--- config.mk ---
export PLATFORM = sky130hd
export DESIGN_NAME = quint_timer
export DESIGN_NICKNAME = d
export VERILOG_FILES = /design/src/rtl/qt_pkg.sv /design/src/rtl/qt_prescale.sv /design/src/rtl/qt_chan.sv /design/src/rtl/quint_timer.sv
export SDC_FILE = /design/constraint.sdc
export NUM_CORES = 1
export LEC_CHECK = 0
export ABC_AREA = 1
export BUFFER_PORTS_ARGS = -buffer_cell sky130_fd_sc_hd__buf_2
export CAP_MARGIN = 20
export CELL_PAD_IN_SITES_DETAIL_PLACEMENT = 0
export CELL_PAD_IN_SITES_GLOBAL_PLACEMENT = 1
export CORE_MARGIN = 4
export CORE_UTILIZATION = 30
export CTS_CLUSTER_SIZE = 16
export DETAILED_ROUTE_END_ITERATION = 6
export PLACE_DENSITY = 0.59
export SLEW_MARGIN = 30
export SYNTH_ARGS = -nofsm -noshare
export SYNTH_HDL_FRONTEND = slang
export SYNTH_SLANG_ARGS = --single-unit
export TNS_END_PERCENT = 100
--- constraint.sdc ---
create_clock -name clk -period 4.95 [get_ports clk]
set_input_delay 0.2475 -clock clk [delete_from_list [all_inputs] [get_ports clk]]
set_output_delay 0.2475 -clock clk [all_outputs]
set_load 0.05 [all_outputs]
--- src/rtl/qt_pkg.sv ---
package qt_pkg;

    localparam int NCH    = 5;
    localparam int PRE_W  = 8;
    localparam int SEL_W  = 4;
    localparam int CTRL_W = 24;

    localparam logic [7:0] A_PRE  = 8'h00;
    localparam logic [7:0] A_SEL  = 8'h04;
    localparam logic [7:0] A_CTRL = 8'h08;
    localparam logic [7:0] A_INT  = 8'h44;

    // control group base: a one-group gap follows channel 0
    function automatic int grp_base(input int k);
        return (k == 0) ? 0 : 4 * (k + 1);
    endfunction

    function automatic int bit_start(input int k);
        return grp_base(k);
    endfunction

    function automatic int bit_manual(input int k);
        return grp_base(k) + 1;
    endfunction

    function automatic int bit_reload(input int k);
        return (k == NCH - 1) ? grp_base(k) + 2 : grp_base(k) + 3;
    endfunction

    function automatic logic [CTRL_W-1:0] ctrl_mask();
        logic [CTRL_W-1:0] m;
        m = '0;
        for (int k = 0; k < NCH; k++) begin
            m[bit_start(k)]  = 1'b1;
            m[bit_manual(k)] = 1'b1;
            m[bit_reload(k)] = 1'b1;
            if (k < NCH - 1) m[grp_base(k) + 2] = 1'b1;
        end
        return m;
    endfunction

    function automatic logic [7:0] cntb_addr(input int n);
        return 8'(12 + 12 * n);
    endfunction

    function automatic logic [7:0] cmpb_addr(input int n);
        return 8'(16 + 12 * n);
    endfunction

    function automatic logic [7:0] obs_addr(input int n);
        return (n == NCH - 1) ? 8'h40 : 8'(20 + 12 * n);
    endfunction

endpackage

--- src/rtl/qt_prescale.sv ---
module qt_prescale #(
    parameter int PW = 8
) (
    input  logic          clk,
    input  logic          rst_n,
    input  logic [PW-1:0] ratio_i,
    output logic          tick_o
);

    typedef struct packed {
        logic [PW-1:0] cnt;
    } pre_st_t;

    pre_st_t st_d, st_q;

    always_comb begin
        st_d   = st_q;
        tick_o = (st_q.cnt >= ratio_i);
        st_d.cnt = tick_o ? '0 : st_q.cnt + 1'b1;
    end

    always_ff @(posedge clk or negedge rst_n) begin
        if (!rst_n) st_q <= '0;
        else        st_q <= st_d;
    end

    // between ticks the phase counter advances by one
    a_r3_pre_advance: assert property (@(posedge clk) disable iff (!rst_n)
        !tick_o |=> (st_q.cnt == $past(st_q.cnt) + 1'b1));

    // a tick restarts the phase
    a_r3_pre_restart: assert property (@(posedge clk) disable iff (!rst_n)
        tick_o |=> (st_q.cnt == '0));

endmodule

--- src/rtl/qt_chan.sv ---
module qt_chan #(
    parameter int CW       = 16,
    parameter int DIV_BASE = 1
) (
    input  logic                     clk,
    input  logic                     rst_n,
    input  logic                     pre_tick_i,
    input  logic [qt_pkg::SEL_W-1:0] sel_i,
    input  logic                     run_i,
    input  logic                     load_i,
    input  logic                     reload_i,
    input  logic [CW-1:0]            buf_i,
    output logic [CW-1:0]            cnt_o,
    output logic                     expire_o
);

    localparam int DW = (1 << qt_pkg::SEL_W) - 1 + DIV_BASE;

    typedef struct packed {
        logic [CW-1:0] cnt;
        logic [DW-1:0] div;
    } ch_st_t;

    ch_st_t        st_d, st_q;
    logic [4:0]    expo;
    logic [DW:0]   one_sh;
    logic [DW-1:0] div_mask;
    logic          ch_tick;

    always_comb begin
        st_d     = st_q;
        expire_o = 1'b0;
        expo     = 5'(sel_i) + 5'(DIV_BASE);
        one_sh   = (DW + 1)'(1) << expo;
        div_mask = one_sh[DW-1:0] - 1'b1;
        ch_tick  = pre_tick_i && ((st_q.div & div_mask) == div_mask);

        if (pre_tick_i) st_d.div = st_q.div + 1'b1;

        if (load_i) begin
            st_d.cnt = buf_i;
        end else if (run_i && ch_tick) begin
            if (st_q.cnt == '0) begin
                expire_o = 1'b1;
                if (reload_i) st_d.cnt = buf_i;
            end else begin
                st_d.cnt = st_q.cnt - 1'b1;
            end
        end
    end

    always_ff @(posedge clk or negedge rst_n) begin
        if (!rst_n) st_q <= '0;
        else        st_q <= st_d;
    end

    assign cnt_o = st_q.cnt;

    // manual update copies the buffer
    a_r4_manual_load: assert property (@(posedge clk) disable iff (!rst_n)
        load_i |=> (st_q.cnt == $past(buf_i)));

    // a stopped channel holds its value
    a_r7_frozen: assert property (@(posedge clk) disable iff (!rst_n)
        (!load_i && !run_i) |=> $stable(st_q.cnt));

    // a running nonzero counter moves by at most one
    a_r5_step: assert property (@(posedge clk) disable iff (!rst_n)
        (!load_i && run_i && st_q.cnt != '0) |=>
        (st_q.cnt == $past(st_q.cnt) || st_q.cnt == $past(st_q.cnt) - 1'b1));

    // expiry only from zero while running
    a_r5_expire_zero: assert property (@(posedge clk) disable iff (!rst_n)
        expire_o |-> (st_q.cnt == '0 && run_i && !load_i));

    // auto-reload refills from the buffer
    a_r6_reload: assert property (@(posedge clk) disable iff (!rst_n)
        (expire_o && reload_i) |=> (st_q.cnt == $past(buf_i)));

endmodule

--- src/rtl/quint_timer.sv ---
module quint_timer #(
    parameter int CNT_W    = 16,
    parameter int DIV_BASE = 1
) (
    input  logic        clk,
    input  logic        rst_n,
    input  logic        bus_we,
    input  logic [7:0]  bus_addr,
    input  logic [31:0] bus_wdata,
    output logic [31:0] bus_rdata,
    output logic [4:0]  irq_o
);
    import qt_pkg::*;

    localparam int NGRP = 2;
    localparam int PREF_W = NGRP * PRE_W;
    localparam int SELF_W = NCH * SEL_W;
    localparam logic [CTRL_W-1:0] CMASK = ctrl_mask();

    typedef struct packed {
        logic [PREF_W-1:0]              pre;
        logic [SELF_W-1:0]              sel;
        logic [CTRL_W-1:0]              ctrl;
        logic [NCH-1:0]                 ien;
        logic [NCH-1:0]                 ist;
        logic [NCH-1:0][CNT_W-1:0]      cntb;
        logic [NCH-2:0][CNT_W-1:0]      cmpb;
    } regs_t;

    regs_t regs_d, regs_q;

    logic [NGRP-1:0]            pre_tick;
    logic [NCH-1:0][CNT_W-1:0]  cnt;
    logic [NCH-1:0]             expire;
    logic                       unused_wdata;

    assign unused_wdata = ^bus_wdata[31:CTRL_W];

    generate
        for (genvar g = 0; g < NGRP; g++) begin : g_pre
            qt_prescale #(.PW(PRE_W)) u_pre (
                .clk     (clk),
                .rst_n   (rst_n),
                .ratio_i (regs_q.pre[g*PRE_W +: PRE_W]),
                .tick_o  (pre_tick[g])
            );
        end

        for (genvar k = 0; k < NCH; k++) begin : g_ch
            localparam int BS = bit_start(k);
            localparam int BM = bit_manual(k);
            localparam int BR = bit_reload(k);
            localparam int PG = (k < 2) ? 0 : 1;

            qt_chan #(.CW(CNT_W), .DIV_BASE(DIV_BASE)) u_ch (
                .clk        (clk),
                .rst_n      (rst_n),
                .pre_tick_i (pre_tick[PG]),
                .sel_i      (regs_q.sel[k*SEL_W +: SEL_W]),
                .run_i      (regs_q.ctrl[BS]),
                .load_i     (regs_q.ctrl[BM]),
                .reload_i   (regs_q.ctrl[BR]),
                .buf_i      (regs_q.cntb[k]),
                .cnt_o      (cnt[k]),
                .expire_o   (expire[k])
            );

            // writing one clears status unless an expiry coincides
            a_r9_w1c: assert property (@(posedge clk) disable iff (!rst_n)
                (bus_we && bus_addr == A_INT && bus_wdata[NCH+k] && !expire[k])
                |=> !regs_q.ist[k]);

            // status is sticky without a clearing write
            a_r9_sticky: assert property (@(posedge clk) disable iff (!rst_n)
                (regs_q.ist[k] && !(bus_we && bus_addr == A_INT && bus_wdata[NCH+k]))
                |=> regs_q.ist[k]);

            // one-shot expiry stops the channel
            a_r6_oneshot_stop: assert property (@(posedge clk) disable iff (!rst_n)
                (expire[k] && !regs_q.ctrl[BR]) |=> !regs_q.ctrl[BS]);

            // expiry always leaves status set
            a_r5_status_set: assert property (@(posedge clk) disable iff (!rst_n)
                expire[k] |=> regs_q.ist[k]);
        end
    endgenerate

    always_comb begin
        regs_d = regs_q;
        if (bus_we) begin
            if (bus_addr == A_PRE)  regs_d.pre  = bus_wdata[PREF_W-1:0];
            if (bus_addr == A_SEL)  regs_d.sel  = bus_wdata[SELF_W-1:0];
            if (bus_addr == A_CTRL) regs_d.ctrl = bus_wdata[CTRL_W-1:0] & CMASK;
            if (bus_addr == A_INT) begin
                regs_d.ien = bus_wdata[NCH-1:0];
                regs_d.ist = regs_q.ist & ~bus_wdata[2*NCH-1:NCH];
            end
            for (int n = 0; n < NCH; n++) begin
                if (bus_addr == cntb_addr(n)) regs_d.cntb[n] = bus_wdata[CNT_W-1:0];
            end
            for (int n = 0; n < NCH - 1; n++) begin
                if (bus_addr == cmpb_addr(n)) regs_d.cmpb[n] = bus_wdata[CNT_W-1:0];
            end
        end
        for (int k = 0; k < NCH; k++) begin
            if (expire[k]) begin
                regs_d.ist[k] = 1'b1;
                if (!regs_q.ctrl[bit_reload(k)]) regs_d.ctrl[bit_start(k)] = 1'b0;
            end
        end
    end

    always_ff @(posedge clk or negedge rst_n) begin
        if (!rst_n) regs_q <= '0;
        else        regs_q <= regs_d;
    end

    always_comb begin
        bus_rdata = '0;
        if (bus_addr == A_PRE)  bus_rdata = 32'(regs_q.pre);
        if (bus_addr == A_SEL)  bus_rdata = 32'(regs_q.sel);
        if (bus_addr == A_CTRL) bus_rdata = 32'(regs_q.ctrl);
        if (bus_addr == A_INT)  bus_rdata = 32'({regs_q.ist, regs_q.ien});
        for (int n = 0; n < NCH; n++) begin
            if (bus_addr == cntb_addr(n)) bus_rdata = 32'(regs_q.cntb[n]);
            if (bus_addr == obs_addr(n))  bus_rdata = 32'(cnt[n]);
        end
        for (int n = 0; n < NCH - 1; n++) begin
            if (bus_addr == cmpb_addr(n)) bus_rdata = 32'(regs_q.cmpb[n]);
        end
    end

    assign irq_o = regs_q.ist & regs_q.ien;

endmodule

---- Word level (Yosys, flattened, before mapping) ----
Cells that the tools add are included.
word-level totals
  register bits after elaboration ......... 385
  logic and storage cells ................. 231
cells by class
  $add $sub $neg .......................... 22
  order comparisons ....................... 2
  equal/unequal tests ..................... 27
  shift-type cells ........................ 5
  mux-type cells .......................... 82
  bitwise logic cells ..................... 8
  reduce and logical (&&, ||, !) cells .... 54
operators with widths
  operator                                                               number
  32-bit two-way mux                                                     16
  16-bit two-way mux                                                     30
  175-bit two-way mux                                                    1
  16-bit by 1-bit subtractor with 16-bit output (second input constant)  10
  16-bit by 1-bit adder with 16-bit output (second input constant)       5
  16-bit bitwise AND                                                     5
  16-bit == test                                                         5
  16-bit logical NOT                                                     5
  1-bit by 5-bit left shift with 16-bit output (first input constant)    5
  8-bit by 6-bit == test with 1-bit output (second input constant)       8
  2-bit AND reduction                                                    23
  8-bit by 5-bit == test with 1-bit output (second input constant)       4
  1-bit two-way mux                                                      30
  2-bit nonzero test                                                     15
  4-bit by 1-bit adder with 5-bit output (second input constant)         5
  21-bit two-way mux                                                     1
  20-bit two-way mux                                                     1
  8-bit by 1-bit adder with 8-bit output (second input constant)         2
  8-bit by 4-bit == test with 1-bit output (second input constant)       2
  8-bit by 7-bit == test with 1-bit output (second input constant)       2
  8-bit >= comparator                                                    2
  8-bit two-way mux                                                      2
  3-bit inequality test (second input constant)                          5
  5-bit bitwise AND                                                      2
  5 further kinds                                                        14

---- Longest topological paths before layout ----
Gate-level depths: netlist of run 1.
  depth in word-level cells ............... 19
  gate-level depth with buffers ........... 19
  mapped depth without buffers ............ 17

---- Modules after synthesis ----
A second synthesis of run 1 with hierarchy kept.
second synthesis, totals
  cell total of the unflattened synthesis .. 3344
  area, all modules ....................... 24777.5 um^2
modules (own cells, without submodules)
  module       times used  cells an instance  area an instance (um^2)  seq. area each (um^2)
  qt_chan      5           381                2676.3                   800.8
  quint_timer  1           1299               10239.8                  5230.0
  qt_prescale  2           70                 578.1                    200.2

---- Least setup slack after synthesis of run 1 ----
Ideal clock, no wire load.
  path type ............................... input to output
  start ................................... in bus_addr[2]
  end ..................................... out bus_rdata[16]
  arrival time ............................ 2044 ps
  data required time ...................... 4703 ps
  slack ................................... 2659 ps
  stages on the path ...................... 6
  path buffers ............................ 2
  cells stage by stage .................... buf_2 nand2_1 nor2_2 nand2_1 clkbuf_1 o21ai_0
on the way
  cells in the longest elaborated chain, start to end .. 18
  elaborated cells on any way between the ends .. 34
ends and longest elaborated chain
  item                                      RTL line            RTL
  from (decl)                               quint_timer.sv:8    input logic [7:0] bus_addr,
  8-bit by 3-bit == test with 1-bit output  quint_timer.sv:121  if (bus_addr == A_SEL) bus_rdata = 32'(regs_q.sel);
  20-bit two-way mux                        quint_timer.sv:121
  32-bit two-way mux                        quint_timer.sv:122  if (bus_addr == A_CTRL) bus_rdata = 32'(regs_q.ctrl);
  32-bit two-way mux                        quint_timer.sv:123  if (bus_addr == A_INT) bus_rdata = 32'({regs_q.ist, regs_q.ien});
  32-bit two-way mux                        quint_timer.sv:125  if (bus_addr == cntb_addr(n)) bus_rdata = 32'(regs_q.cntb[n]);
  32-bit two-way mux                        quint_timer.sv:126  if (bus_addr == obs_addr(n)) bus_rdata = 32'(cnt[n]);
  32-bit two-way mux                        quint_timer.sv:125
  32-bit two-way mux                        quint_timer.sv:126
  32-bit two-way mux                        quint_timer.sv:125
  32-bit two-way mux                        quint_timer.sv:126
  32-bit two-way mux                        quint_timer.sv:125
  32-bit two-way mux                        quint_timer.sv:126
  32-bit two-way mux                        quint_timer.sv:125
  32-bit two-way mux                        quint_timer.sv:126
  32-bit two-way mux (3 in series)          quint_timer.sv:129  if (bus_addr == cmpb_addr(n)) bus_rdata = 32'(regs_q.cmpb[n]);
  32-bit two-way mux (*)                    quint_timer.sv:129
  to (decl)                                 quint_timer.sv:10   output logic [31:0] bus_rdata,
Mark *: on every way between the ends. The rest lies on a longest branch, timed or not.

---- Final worst setup path of run 1 ----
  start ................................... in bus_addr[7]
  end ..................................... out bus_rdata[0]
on the way
  cells in the longest elaborated chain, start to end .. 19
  elaborated cells on any way between the ends .. 36
ends and longest elaborated chain
  item                              RTL line            RTL
  8-bit logical NOT                 quint_timer.sv:120  if (bus_addr == A_PRE) bus_rdata = 32'(regs_q.pre);
  16-bit two-way mux                quint_timer.sv:120
  20-bit two-way mux                quint_timer.sv:121
  32-bit two-way mux                quint_timer.sv:122
  32-bit two-way mux                quint_timer.sv:123
  32-bit two-way mux                quint_timer.sv:125
  32-bit two-way mux                quint_timer.sv:126
  32-bit two-way mux                quint_timer.sv:125
  32-bit two-way mux                quint_timer.sv:126
  32-bit two-way mux                quint_timer.sv:125
  32-bit two-way mux                quint_timer.sv:126
  32-bit two-way mux                quint_timer.sv:125
  32-bit two-way mux                quint_timer.sv:126
  32-bit two-way mux                quint_timer.sv:125
  32-bit two-way mux                quint_timer.sv:126
  32-bit two-way mux (3 in series)  quint_timer.sv:129
  32-bit two-way mux (*)            quint_timer.sv:129
Marked as above.

==> impl_metrics.py, run 1 <==
metrics = {
    "outcome": {
        "status": "complete, no violations",
    },
    "yosys": {
        "yosys-top-cells-area": "dfrtp_1 (43%), nand2_1 (14%), o21ai_0 (7.0%), nand3_1 (5.3%), inv_1 (5.1%)",
        "synthFlopType": "dfrtp_1",
        "synth_top_area_cell": "dfrtp_1",
        "ys_types": 59,
        "yosys.area_share.simple_pct": 29.68,
        "synth_xor_xnor_area_share_pct": 4.428,
        "synth.area.mux_share_pct": 0.1977,
        "synth_top_family_by_area": "simple AND/OR/NAND/NOR gates",
        "synth_cells": 3010,
        "ys_ff_latch": 385,
        "yosys.area.top_type_share_pct": 43.49,
        "syn-cell-area_um2": 22150,
        "yosysWarnings": 0,
        "synth_edf_count": 0,
        "synth-seq-area-share_pct": 43.49,
        "synthArstFlopShare_pct": 100.0,
        "syn-mean-instance-area_um2": 7.360,
        "synth_fa_ha_area_share_pct": 2.146,
        "synth_compound_area_share_pct": 11.88,
    },
    "global_routing": {
        "grt_max_degree": 93,
        "antenna_found_initial": 6,
        "grt-ovfl-total": 0,
        "grt.total_usage_pct": 19.55,
        "grt_pass1_vias": 19920,
        "grt_pass1_wl_mm": 119.7,
    },
    "finish": {
        "drive_gt1_share_pct": 7.995,
        "finish.utilization_pct": 34.28,
        "final-instance-count-excl-fill": 4040,
        "nNetsFinal": 3119,
        "areaGrowthSynthToFinish_pct": 13.09,
        "mostFrequentLayoutCells": "nand2_1 (823), dfrtp_1 (385), o21ai_0 (311), inv_1 (299), nor2_1 (277)",
        "layout_commonest_cell": "nand2_1",
    },
    "setup_path": {
        "crit_chain": "buf_2, nor2_1, nand2_1, inv_1, nand2_2, clkinv_1, a21oi_1, nand3_1, a21boi_0, nand4_1, nand2_1, nand2_1, nand2_1, nand3_1, buf_2",
        "slowest_delay_ps": 560,
        "end_kind": "primary output",
        "required_ps": 4700,
        "crit_type": "primary input to primary output",
        "slowest_stage": "a21boi_0",
        "cp.arrival_ps": 3610,
        "worst-path-max-fanout": 13,
        "cp_common_cell": "nand2_1",
        "worstSetupStartpointType": "primary input",
        "r2r_cells": 13,
    },
    "timing": {
        "finalCritPeriodShare_pct": 77.91,
        "worst_hold_slack_ps": 50.91,
        "fin_crit_ps": 3856,
        "final-max-slew-violation-count": 0,
        "max-slew-margin-rel_pct": 36.85,
        "grt_setup_unrepaired": "no",
        "timing.fmax_mhz": 259.3,
        "worst_pin_slew_ps": 946.2,
        "tns_ps": 0,
        "hold_viol_final": 0,
        "clock-skew-final_ps": 32.65,
        "setup_viol": 0,
    },
    "clock_tree": {
        "cts_resized": 0,
        "numClockSinks": 385,
        "cts_buffer_depth": 3,
        "h-tree-depth": 2,
        "numCtsBuffers": 49,
        "clkTransAtPathRegs_ps": 60,
        "insertion_delay_ps": 630,
        "cts-root-buf": "clkbuf_16",
        "cts_tree": "yes",
    },
    "floorplanning": {
        "num_rows": 99,
        "initial_core_util_pct": 30.31,
        "die_area_um2": 78260,
        "chipWidth_um": 279.7,
        "core_area_um2": 73080,
        "die_y_um": 279.7,
        "ios": 80,
    },
    "power": {
        "switchingPower_uw": 3611,
        "p_comb_share_pct": 25.0,
        "leakage_uw": 0.01207,
        "ir_drop_mv": 0.2537,
        "p_per_area_nw_per_um2": 399.3,
        "p_int_uw": 6392,
        "swShare_pct": 36.10,
        "seq_power_share_pct": 38.7,
        "clkPwrFrac_pct": 36.3,
    },
    "placed_design": {
        "gp_congestion": 0.8760,
        "portBuffers": 61,
        "dp.cells": 3939,
        "detailed_place_hpwl_mm": 54.39,
    },
    "worst_hold_path": {
        "hp-class": "primary input to flop",
        "holdPathStages": 3,
    },
    "detailed_routing": {
        "num_vias": 19980,
        "drtAntennaViolNets": 0,
        "drc": 0,
        "firstDrtPassIters": 5,
        "drt-vias-per-instance": 4.946,
        "routed_wl_mm": 77.05,
        "dr.first_iter.drc_count": 1370,
        "routedWlPerCell_um": 19.07,
    },
    "run": {
        "timing.max_cap.violations": 0,
    },
}
-- stage by stage --
stage | instance area [um^2] | worst slack [ps] | power, uW
global placement | 23320 | 1179 | 6376
finish | 25050 | 1094 | 10000
detailed placement | 23330 | 1141 | 6406
floorplan | 22200 | 2659 | 5665
CTS | 25020 | 1129 | 10110
global route | 25040 | 957.1 | 10650
-- cell type report --
class                           instances  area, um^2
Tap cell                              959        1200
Timing Repair Buffer                   93       598.1
Clock inverter                         15       192.7
Inverter                              318        1194
Antenna cell                            4       10.01
Fill cell                            7893       48030
Sequential cell                       385        9634
Multi-Input combinational cell       2191       10800
Clock buffer                           75        1424
-- flip-flops by register name, summed over array words and instances, names as in the netlist --
register and flops:
g_ch.u_ch.cnt_o 80, g_ch.u_ch.st_q 80, g_pre.u_pre.st_q 16, regs_q 209
-- critical path: cells and delay by family --
family	cells	cell delay, ps
buf+inv	4	1090
compound gates	2	930
simple gates	9	1330
-- kinds of logic after synthesis --
| kind of cell | Yosys count |
|---|---|
| AO/OA/AOI/OAI | 492 |
| AND/OR/NAND/NOR | 1531 |
| other | 2 |
| flip-flops | 385 |
| adder cells (fa/ha/maj) | 38 |
| buffers and inverters | 446 |
| XOR/XNOR | 112 |
| multiplexers | 4 |
-- Yosys cell counts, types with 6 or more instances --
cell type,number
a211oi_1,7
nor4_1,10
ha_1,38
a31oi_1,20
nand3_1,236
o21ai_0,311
o211ai_1,7
dfrtp_1,385
inv_2,15
or2_2,14
a21oi_1,89
inv_1,300
o22ai_1,7
xnor2_1,35
o21ai_1,21
nand2_2,7
nor2_1,277
buf_1,7
clkbuf_1,79
nand2_1,832
nor3_1,42
nand4_1,63
xor2_1,77
buf_4,18
nor2_2,15
buf_2,19
nand3_2,6
-- path summary, 6_finish.rpt --
kind | startpoint | to | slack, ps
worst max-delay path | bus_addr[7] | bus_rdata[0] | 1090
worst min-delay path | bus_wdata[20] | regs_q[174] | 50
worst max register to register | regs_q[193] | g_ch[3].u_ch.cnt_o[9] | 1600
worst min register to register | g_ch[1].u_ch.st_q[15] | g_ch[1].u_ch.st_q[15] | 460
max in group asynchronous | rst_n | g_ch[4].u_ch.st_q[7] | 3600
min in group asynchronous | rst_n | g_ch[0].u_ch.st_q[7] | 210
-- power groups by stage --
stage | logic (uW) | clock network [uW] | registers [uW]
after global placement | 2470 | 0 | 3910
after floorplan | 1870 | 0 | 3800
after global routing | 2860 | 3860 | 3920
after detailed placement | 2490 | 0 | 3910
final | 2510 | 3630 | 3870
after CTS | 2510 | 3740 | 3860
-- per-layer routing --
metal / vias to the layer above / part of all wire [%] / GRT usage [%]
met4: 0 / 2.5 / 5.471
li1: 9814 / - / -
met3: 100 / 4.8 / 2.534
met1: 9618 / 47 / 27.27
met5: - / 0 / 0
met2: 449 / 46 / 32.04
-- timing repair --
action / CTS / global route
endpoints found under the hold margin: 74 / 0
hold buffers: 7 / 0
setup buffers: 0 / 0
Note: power is estimated with default switching activity, not from simulation.
==> inputs of run 2 (changes only) <==
--- a/config.mk
+++ b/config.mk
@@ -5,7 +5,7 @@
 export SDC_FILE = /design/constraint.sdc
 export NUM_CORES = 1
 export LEC_CHECK = 0
-export ABC_AREA = 1
+export ABC_AREA = 0
 export BUFFER_PORTS_ARGS = -buffer_cell sky130_fd_sc_hd__buf_2
 export CAP_MARGIN = 20
 export CELL_PAD_IN_SITES_DETAIL_PLACEMENT = 0
@@ -14,7 +14,7 @@
 export CORE_UTILIZATION = 30
 export CTS_CLUSTER_SIZE = 16
 export DETAILED_ROUTE_END_ITERATION = 6
-export PLACE_DENSITY = 0.59
+export PLACE_DENSITY = 0.56
 export SLEW_MARGIN = 30
 export SYNTH_ARGS = -nofsm -noshare
 export SYNTH_HDL_FRONTEND = slang
==> constraint.sdc (replaced) <==
create_clock -name clk -period 3.95 [get_ports clk]
set_input_delay 0.1975 -clock clk [delete_from_list [all_inputs] [get_ports clk]]
set_output_delay 0.1975 -clock clk [all_outputs]
set_load 0.05 [all_outputs]
==> run 2 against run 1 <==
  * Clock skew down 16 ps
  * Synthesized cell count shrank 23%
  * Die area rose by 1.1%
  * Critical path depth down 7
  * Sequential share of layout area fell by 1.1 points
  * Critical path type is now flop to primary output
  * Critical endpoint is now bus_rdata[1]
  * Highest routed layer unchanged
==> impl_metrics.py, run 2 <==
metrics = {
    "clock_tree": {
        "numClockSinks": 385,
        "numCtsBuffers": 48,
        "insertion_delay_ps": 590,
        "cts_hold_buf": 8,
        "cts_tree": "yes",
        "h-tree-depth": 2,
        "cts_resized": 0,
        "clkTransAtPathRegs_ps": 60,
        "cts_buffer_depth": 3,
        "cts-root-buf": "clkbuf_16",
        "post-cts-setup-buffers": 0,
    },
    "timing": {
        "tns_ps": 0,
        "hold_viol_final": 0,
        "fin_crit_ps": 3711,
        "grt_setup_unrepaired": "no",
        "setup_viol": 0,
        "clock-skew-final_ps": 16.41,
        "max-slew-margin-rel_pct": 40.45,
        "worst_pin_slew_ps": 870.7,
        "timing.fmax_mhz": 269.5,
        "finalCritPeriodShare_pct": 93.94,
        "final-max-slew-violation-count": 0,
    },
    "yosys": {
        "synthArstFlopShare_pct": 100.0,
        "synth-seq-area-share_pct": 43.00,
        "syn-mean-instance-area_um2": 9.670,
        "synthFlopType": "dfrtp_1",
        "syn-cell-area_um2": 22410,
        "synth_cells": 2317,
        "synth_top_family_by_area": "compound AO/OA/AOI/OAI gates",
        "synth_top_area_cell": "dfrtp_1",
        "synth_xor_xnor_area_share_pct": 3.557,
        "ys_types": 92,
        "yosysMostFrequentCell": "dfrtp_1",
        "ys_ff_latch": 385,
        "yosys.area.top_type_share_pct": 43.00,
        "yosys.area_share.simple_pct": 17.39,
        "synth_fa_ha_area_share_pct": 2.122,
        "synth.area.mux_share_pct": 11.50,
        "synth_compound_area_share_pct": 18.19,
        "yosysWarnings": 0,
        "ys_top_cells_by_count": "dfrtp_1 (385), mux2_2 (209), nand2_1 (178), nor2_1 (178), clkbuf_1 (122)",
        "yosys-top-cells-area": "dfrtp_1 (43%), mux2_2 (11%), nand2_1 (3.0%), nor2_1 (3.0%), a21oi_1 (2.5%)",
        "synth_edf_count": 0,
    },
    "global_routing": {
        "grt_pass1_wl_mm": 127.1,
        "grt.total_usage_pct": 21.14,
        "antenna_found_initial": 1,
        "use_met3_pct": 3.381,
        "grt-ovfl-total": 0,
        "met2_usage_pct": 34.53,
        "use_met1_pct": 29.19,
        "grt_max_degree": 99,
        "grt_pass1_vias": 19180,
        "grt_busiest_layer": "met2",
    },
    "placed_design": {
        "gp_congestion": 0.9421,
        "portBuffers": 61,
        "detailed_place_hpwl_mm": 61.87,
    },
    "floorplanning": {
        "core_area_um2": 73450,
        "chipWidth_um": 281.3,
        "die_area_um2": 79120,
        "num_rows": 99,
        "initial_core_util_pct": 30.50,
        "die_y_um": 281.3,
        "ios": 80,
    },
    "detailed_routing": {
        "routedWlPerCell_um": 25.20,
        "num_vias": 19370,
        "drt-vias-per-instance": 5.723,
        "dr.first_iter.drc_count": 1579,
        "drc": 0,
        "firstDrtPassIters": 7,
        "routed_wl_mm": 85.28,
        "drtAntennaViolNets": 0,
    },
    "outcome": {
        "status": "complete, no violations",
    },
    "finish": {
        "areaGrowthSynthToFinish_pct": 15.14,
        "top_register": "regs_q",
        "mostFrequentLayoutCells": "dfrtp_1 (385), mux2_2 (209), nand2_1 (178), nor2_1 (178), a21oi_1 (114)",
        "largest_reg_flops": 209,
        "nNetsFinal": 2468,
        "drive_gt1_share_pct": 20.26,
        "layout_commonest_cell": "dfrtp_1",
    },
    "setup_path": {
        "required_ps": 3750,
        "cp.arrival_ps": 3510,
        "worst-path-max-fanout": 18,
        "crit_type": "flop to primary output",
        "end_kind": "primary output",
        "worstSetupStartpointType": "flop",
    },
    "power": {
        "fin_total_pwr_uw": 12540,
        "p_per_area_nw_per_um2": 486.1,
        "ir_drop_mv": 0.2885,
        "leakage_uw": 0.01129,
    },
    "worst_hold_path": {
        "hp-class": "primary input to flop",
    },
    "run": {
        "timing.max_cap.violations": 0,
    },
}
-- run 2: cell types whose count changed in the layout (fill, tap and decap cells not counted), sizes merged, moves of 24 or more --
cell	delta
and3	+24
a22oi	+28
nor4	+40
nand3	-181
a21oi	+25
nor2	-115
nand2	-665
and2	+25
o21ai	-225
nand4	-25
buf	+72
mux2	+206
xor2	-42
inv	-242
-- run 2: stage by stage --
stage | worst slack (ps) | util, % | hold slack, ps | area [um^2] | cells
after floorplan | 442.3 | - | -98.09 | 22450 | 2329
after global placement | 458.9 | 32.81 | 332.3 | 24100 | 3288
after detailed placement | 386.5 | 32.81 | 329.1 | 24100 | 3288
after CTS | 349.8 | 35.11 | 96.06 | 25790 | 3383
after global routing | 161.6 | 35.12 | 152.5 | 25800 | 3383
final | 239.5 | 35.12 | 126.6 | 25800 | 3384
-- run 2: power by group --
part / internal, uW / switching (uW) / total [uW]
registers: 4500 / 911 / 5410
clock network: 2700 / 1840 / 4540
logic: 1100 / 1490 / 2590
total: 8310 / 4240 / 12500
-- run 2: area by class of cell --
| type | count | area (um^2) |
|---|---|---|
| sequential | 385 | 9634 |
| clock buffer | 66 | 1379 |
| inverter | 73 | 274.0 |
| fill | 7496 | 47650 |
| clock inverter | 21 | 230.2 |
| multi-input combinational | 1713 | 11890 |
| timing repair buffer | 166 | 1189 |
| tap | 959 | 1200 |
| antenna | 1 | 2.502 |
-- run 2: final timing paths --
check / start / end / slack, ps / depth (start not counted)
setup / recovery: regs_q[179] / bus_rdata[1] / 240 / 8
hold reg to reg: g_ch[4].u_ch.st_q[15] / g_ch[4].u_ch.st_q[15] / 480 / 1
setup reg to reg: regs_q[182] / g_ch[1].u_ch.cnt_o[1] / 340 / 8
hold / removal: bus_wdata[5] / regs_q[144] / 130 / 4
max in group asynchronous: rst_n / regs_q[51] / 2640 / 3
min in group asynchronous: rst_n / g_ch[0].u_ch.st_q[5] / 270 / 2
-- run 2: cell families (layout without fill, tap and decap cells) --
kind of cell    Yosys count  count (layout)
compound gates          583             583
xor+xnor                 91              91
fa+ha+maj                38              38
buf+inv                 231             326
flops                   385             385
mux                     230             230
other cells               2              15
simple gates            757             757
-- run 2: critical path: stages, from the launching register on --
cell	delay, ps
dfrtp_1	370
buf_4	200
mux2i_1	170
o21ai_0	190
a22oi_1	290
a31oi_1	230
a2111oi_0	730
o21ai_0	410
buf_2	320
-- run 2: metal layers --
metal  vias up  share of wire [%]
li1       8789                  -
met1      9851                 45
met2       596                 47
met3       131                5.6
met4         0                2.6
met5         -                  0
==> inputs of run 3 (changes only) <==
--- a/config.mk
+++ b/config.mk
@@ -5,16 +5,17 @@
 export SDC_FILE = /design/constraint.sdc
 export NUM_CORES = 1
 export LEC_CHECK = 0
-export ABC_AREA = 0
+export ABC_AREA = 1
 export BUFFER_PORTS_ARGS = -buffer_cell sky130_fd_sc_hd__buf_2
 export CAP_MARGIN = 20
 export CELL_PAD_IN_SITES_DETAIL_PLACEMENT = 0
 export CELL_PAD_IN_SITES_GLOBAL_PLACEMENT = 1
 export CORE_MARGIN = 4
-export CORE_UTILIZATION = 30
+export CORE_UTILIZATION = 25
 export CTS_CLUSTER_SIZE = 16
 export DETAILED_ROUTE_END_ITERATION = 6
-export PLACE_DENSITY = 0.56
+export PLACE_DENSITY = 0.52
+export REMOVE_ABC_BUFFERS = 1
 export SLEW_MARGIN = 30
 export SYNTH_ARGS = -nofsm -noshare
 export SYNTH_HDL_FRONTEND = slang
==> run 3 against run 2 <==
  * Via count increased by 3.3%
  * Clock power hardly changed
  * Largest cell class unchanged
  * Worst setup slack improved by 450 ps
  * Highest routed layer unchanged
  * Total power is 0.12% higher
  * Sequential share of layout area grew 0.51 points
  * Worst hold slack got worse by 73 ps
==> impl_metrics.py, run 3 (same netlist as run 1, synthesis figures left out) <==
metrics = {
    "finish": {
        "finish.utilization_pct": 29.16,
        "final-instance-count-excl-fill": 4248,
        "areaGrowthSynthToFinish_pct": 14.88,
        "drive_gt1_share_pct": 8.350,
        "num-fill-cells": 9696,
        "mostFrequentLayoutCells": "nand2_1 (828), dfrtp_1 (385), o21ai_0 (311), inv_1 (300), nor2_1 (277)",
        "layout_commonest_cell": "nand2_1",
        "nNetsFinal": 3140,
        "regArea_um2": 9634,
        "largest_reg_flops": 209,
        "top_register": "regs_q",
        "multiInputGateArea_um2": 10780,
    },
    "floorplanning": {
        "num_rows": 108,
        "ios": 80,
        "die_y_um": 305.7,
        "die_area_um2": 93440,
        "initial_core_util_pct": 25.38,
        "core_area_um2": 87290,
        "chipWidth_um": 305.7,
    },
    "run": {
        "timing.max_cap.violations": 0,
    },
    "timing": {
        "clock-skew-final_ps": 32.24,
        "worst_pin_slew_ps": 1032,
        "timing.fmax_mhz": 306.7,
        "tns_ps": 0,
        "hold_viol_final": 0,
        "fin_crit_ps": 3261,
        "setup_viol": 0,
        "finalCritPeriodShare_pct": 82.55,
        "max-slew-margin-rel_pct": 31.11,
        "final-max-slew-violation-count": 0,
        "grt_setup_unrepaired": "no",
    },
    "setup_path": {
        "end_kind": "primary output",
        "crit_chain": "buf_2, inv_1, nand2_1, nor2_2, nand2_1, o21ai_0, nand3_1, nand3_1, nand4_1, nand2_1, nand4_1, nor2_1, nand3_1, buf_2",
        "critical_path.endpoint": "bus_rdata[7]",
        "slowest_delay_ps": 470,
        "path_depth": 14,
        "required_ps": 3750,
        "crit_buf_inv": 3,
        "slowest_stage": "nor2_2",
        "cp.arrival_ps": 3060,
        "worst-path-max-fanout": 12,
        "r2r-start": "regs_q[195]",
        "reg2reg_slack_ps": 890,
        "crit_start": "bus_addr[0]",
        "r2r_cells": 16,
        "cpLargestDelayFamily": "simple AND/OR/NAND/NOR gates",
        "crit_type": "primary input to primary output",
        "worstSetupStartpointType": "primary input",
        "reg2reg_to": "g_ch[4].u_ch.cnt_o[4]",
    },
    "global_routing": {
        "grt_max_degree": 100,
        "grt_pass1_wl_mm": 124.3,
        "grt_pass1_vias": 19950,
        "grt-ovfl-total": 0,
        "grt.total_usage_pct": 17.15,
        "antenna_found_initial": 7,
    },
    "clock_tree": {
        "cts-root-buf": "clkbuf_16",
        "cts_buffer_depth": 3,
        "insertion_delay_ps": 600,
        "cts_tree": "yes",
        "numClockSinks": 385,
        "cts_resized": 0,
        "clkTransAtPathRegs_ps": 60,
        "numCtsBuffers": 49,
        "h-tree-depth": 2,
    },
    "placed_design": {
        "gp_congestion": 0.9118,
        "portBuffers": 61,
        "dp.cells": 4155,
        "detailed_place_hpwl_mm": 59.77,
    },
    "power": {
        "leakage_uw": 0.01218,
        "fin_total_pwr_uw": 12560,
        "p_per_area_nw_per_um2": 493.4,
        "ir_drop_mv": 0.3001,
    },
    "detailed_routing": {
        "drtAntennaViolNets": 0,
        "dr.first_iter.drc_count": 1431,
        "drc": 0,
        "routed_wl_mm": 81.65,
        "drt-vias-per-instance": 4.712,
        "num_vias": 20020,
        "routedWlPerCell_um": 19.22,
        "firstDrtPassIters": 6,
    },
    "outcome": {
        "status": "complete, no violations",
    },
    "worst_hold_path": {
        "hp-class": "primary input to asynchronous set/reset pin",
    },
}
-- run 3: changes by cell type in the layout (fill, tap and decap cells not counted), moves of 22 or more --
cell / delta
a21oi_1: -25
a22oi_1: -28
and2_1: -23
and3_1: -24
buf_4: -53
inv_1: +227
mux2_2: -206
nand2_1: +650
nand3_1: +176
nand4_1: +22
nor2_1: +99
nor4_1: -38
o21ai_0: +207
xor2_1: +42
-- run 3: what timing repair did --
item | CTS | global route
buffers inserted | 0 | 0
endpoints found under the hold margin | 101 | 0
hold buffers | 7 | 0
-- run 3: final cells by class --
| type | instances | area share (%) |
|---|---|---|
| clock buffers | 69 | 5.511 |
| repair buffers | 114 | 3.196 |
| flip-flops and latches | 385 | 37.85 |
| multi-input cells | 2191 | 42.35 |
| inverters | 318 | 4.690 |
| clock inverters | 13 | 0.6932 |
| well taps | 1155 | 5.678 |
| diodes | 3 | 0.02950 |
-- run 3: how the worst min path moves through the flow --
stage,depth (start not counted),end
5_1_grt,2,g_ch[0].u_ch.st_q[6]
4_1_cts,3,regs_q[174]
6_report,2,g_ch[0].u_ch.st_q[7]
3_3_place_gp,1,g_ch[0].u_ch.st_q[7]
3_5_place_dp,1,g_ch[0].u_ch.st_q[6]
2_1_floorplan,0,g_ch[0].u_ch.cnt_o[0]
-- run 3: report_power, final --
group	total (uW)	switching, uW	internal, uW
Sequential	4880	496	4380
Combinational	3110	2100	1010
Clock	4560	1860	2710
-- run 3: worst register-to-register path, delay by kind of cell (launching register included) --
family	cells	cell delay, ps
DFF	1	420
and+or+nand+nor	8	1570
adders and majority gates	1	230
AOI/OAI and AO/OA	3	230
buffers and inverters	4	460
-- run 3: metal layers --
layer | track usage [%] | part of all wire [%] | wire [um]
met1 | 23.12 | 46 | 37370
met2 | 28.42 | 47 | 38060
met3 | 2.859 | 4.8 | 3920
met4 | 4.851 | 2.8 | 2298
met5 | 0 | 0 | 0
-- run 3: through the flow --
step	instance area (um^2)	worst slack, ps	hold slack (ps)
floorplan	21590	587.0	-98.09
global placement	23760	781.0	334.9
detailed placement	23760	735.2	349.8
CTS	25410	740.6	70.19
global route	25440	461.7	60.15
finish	25450	689.3	53.85
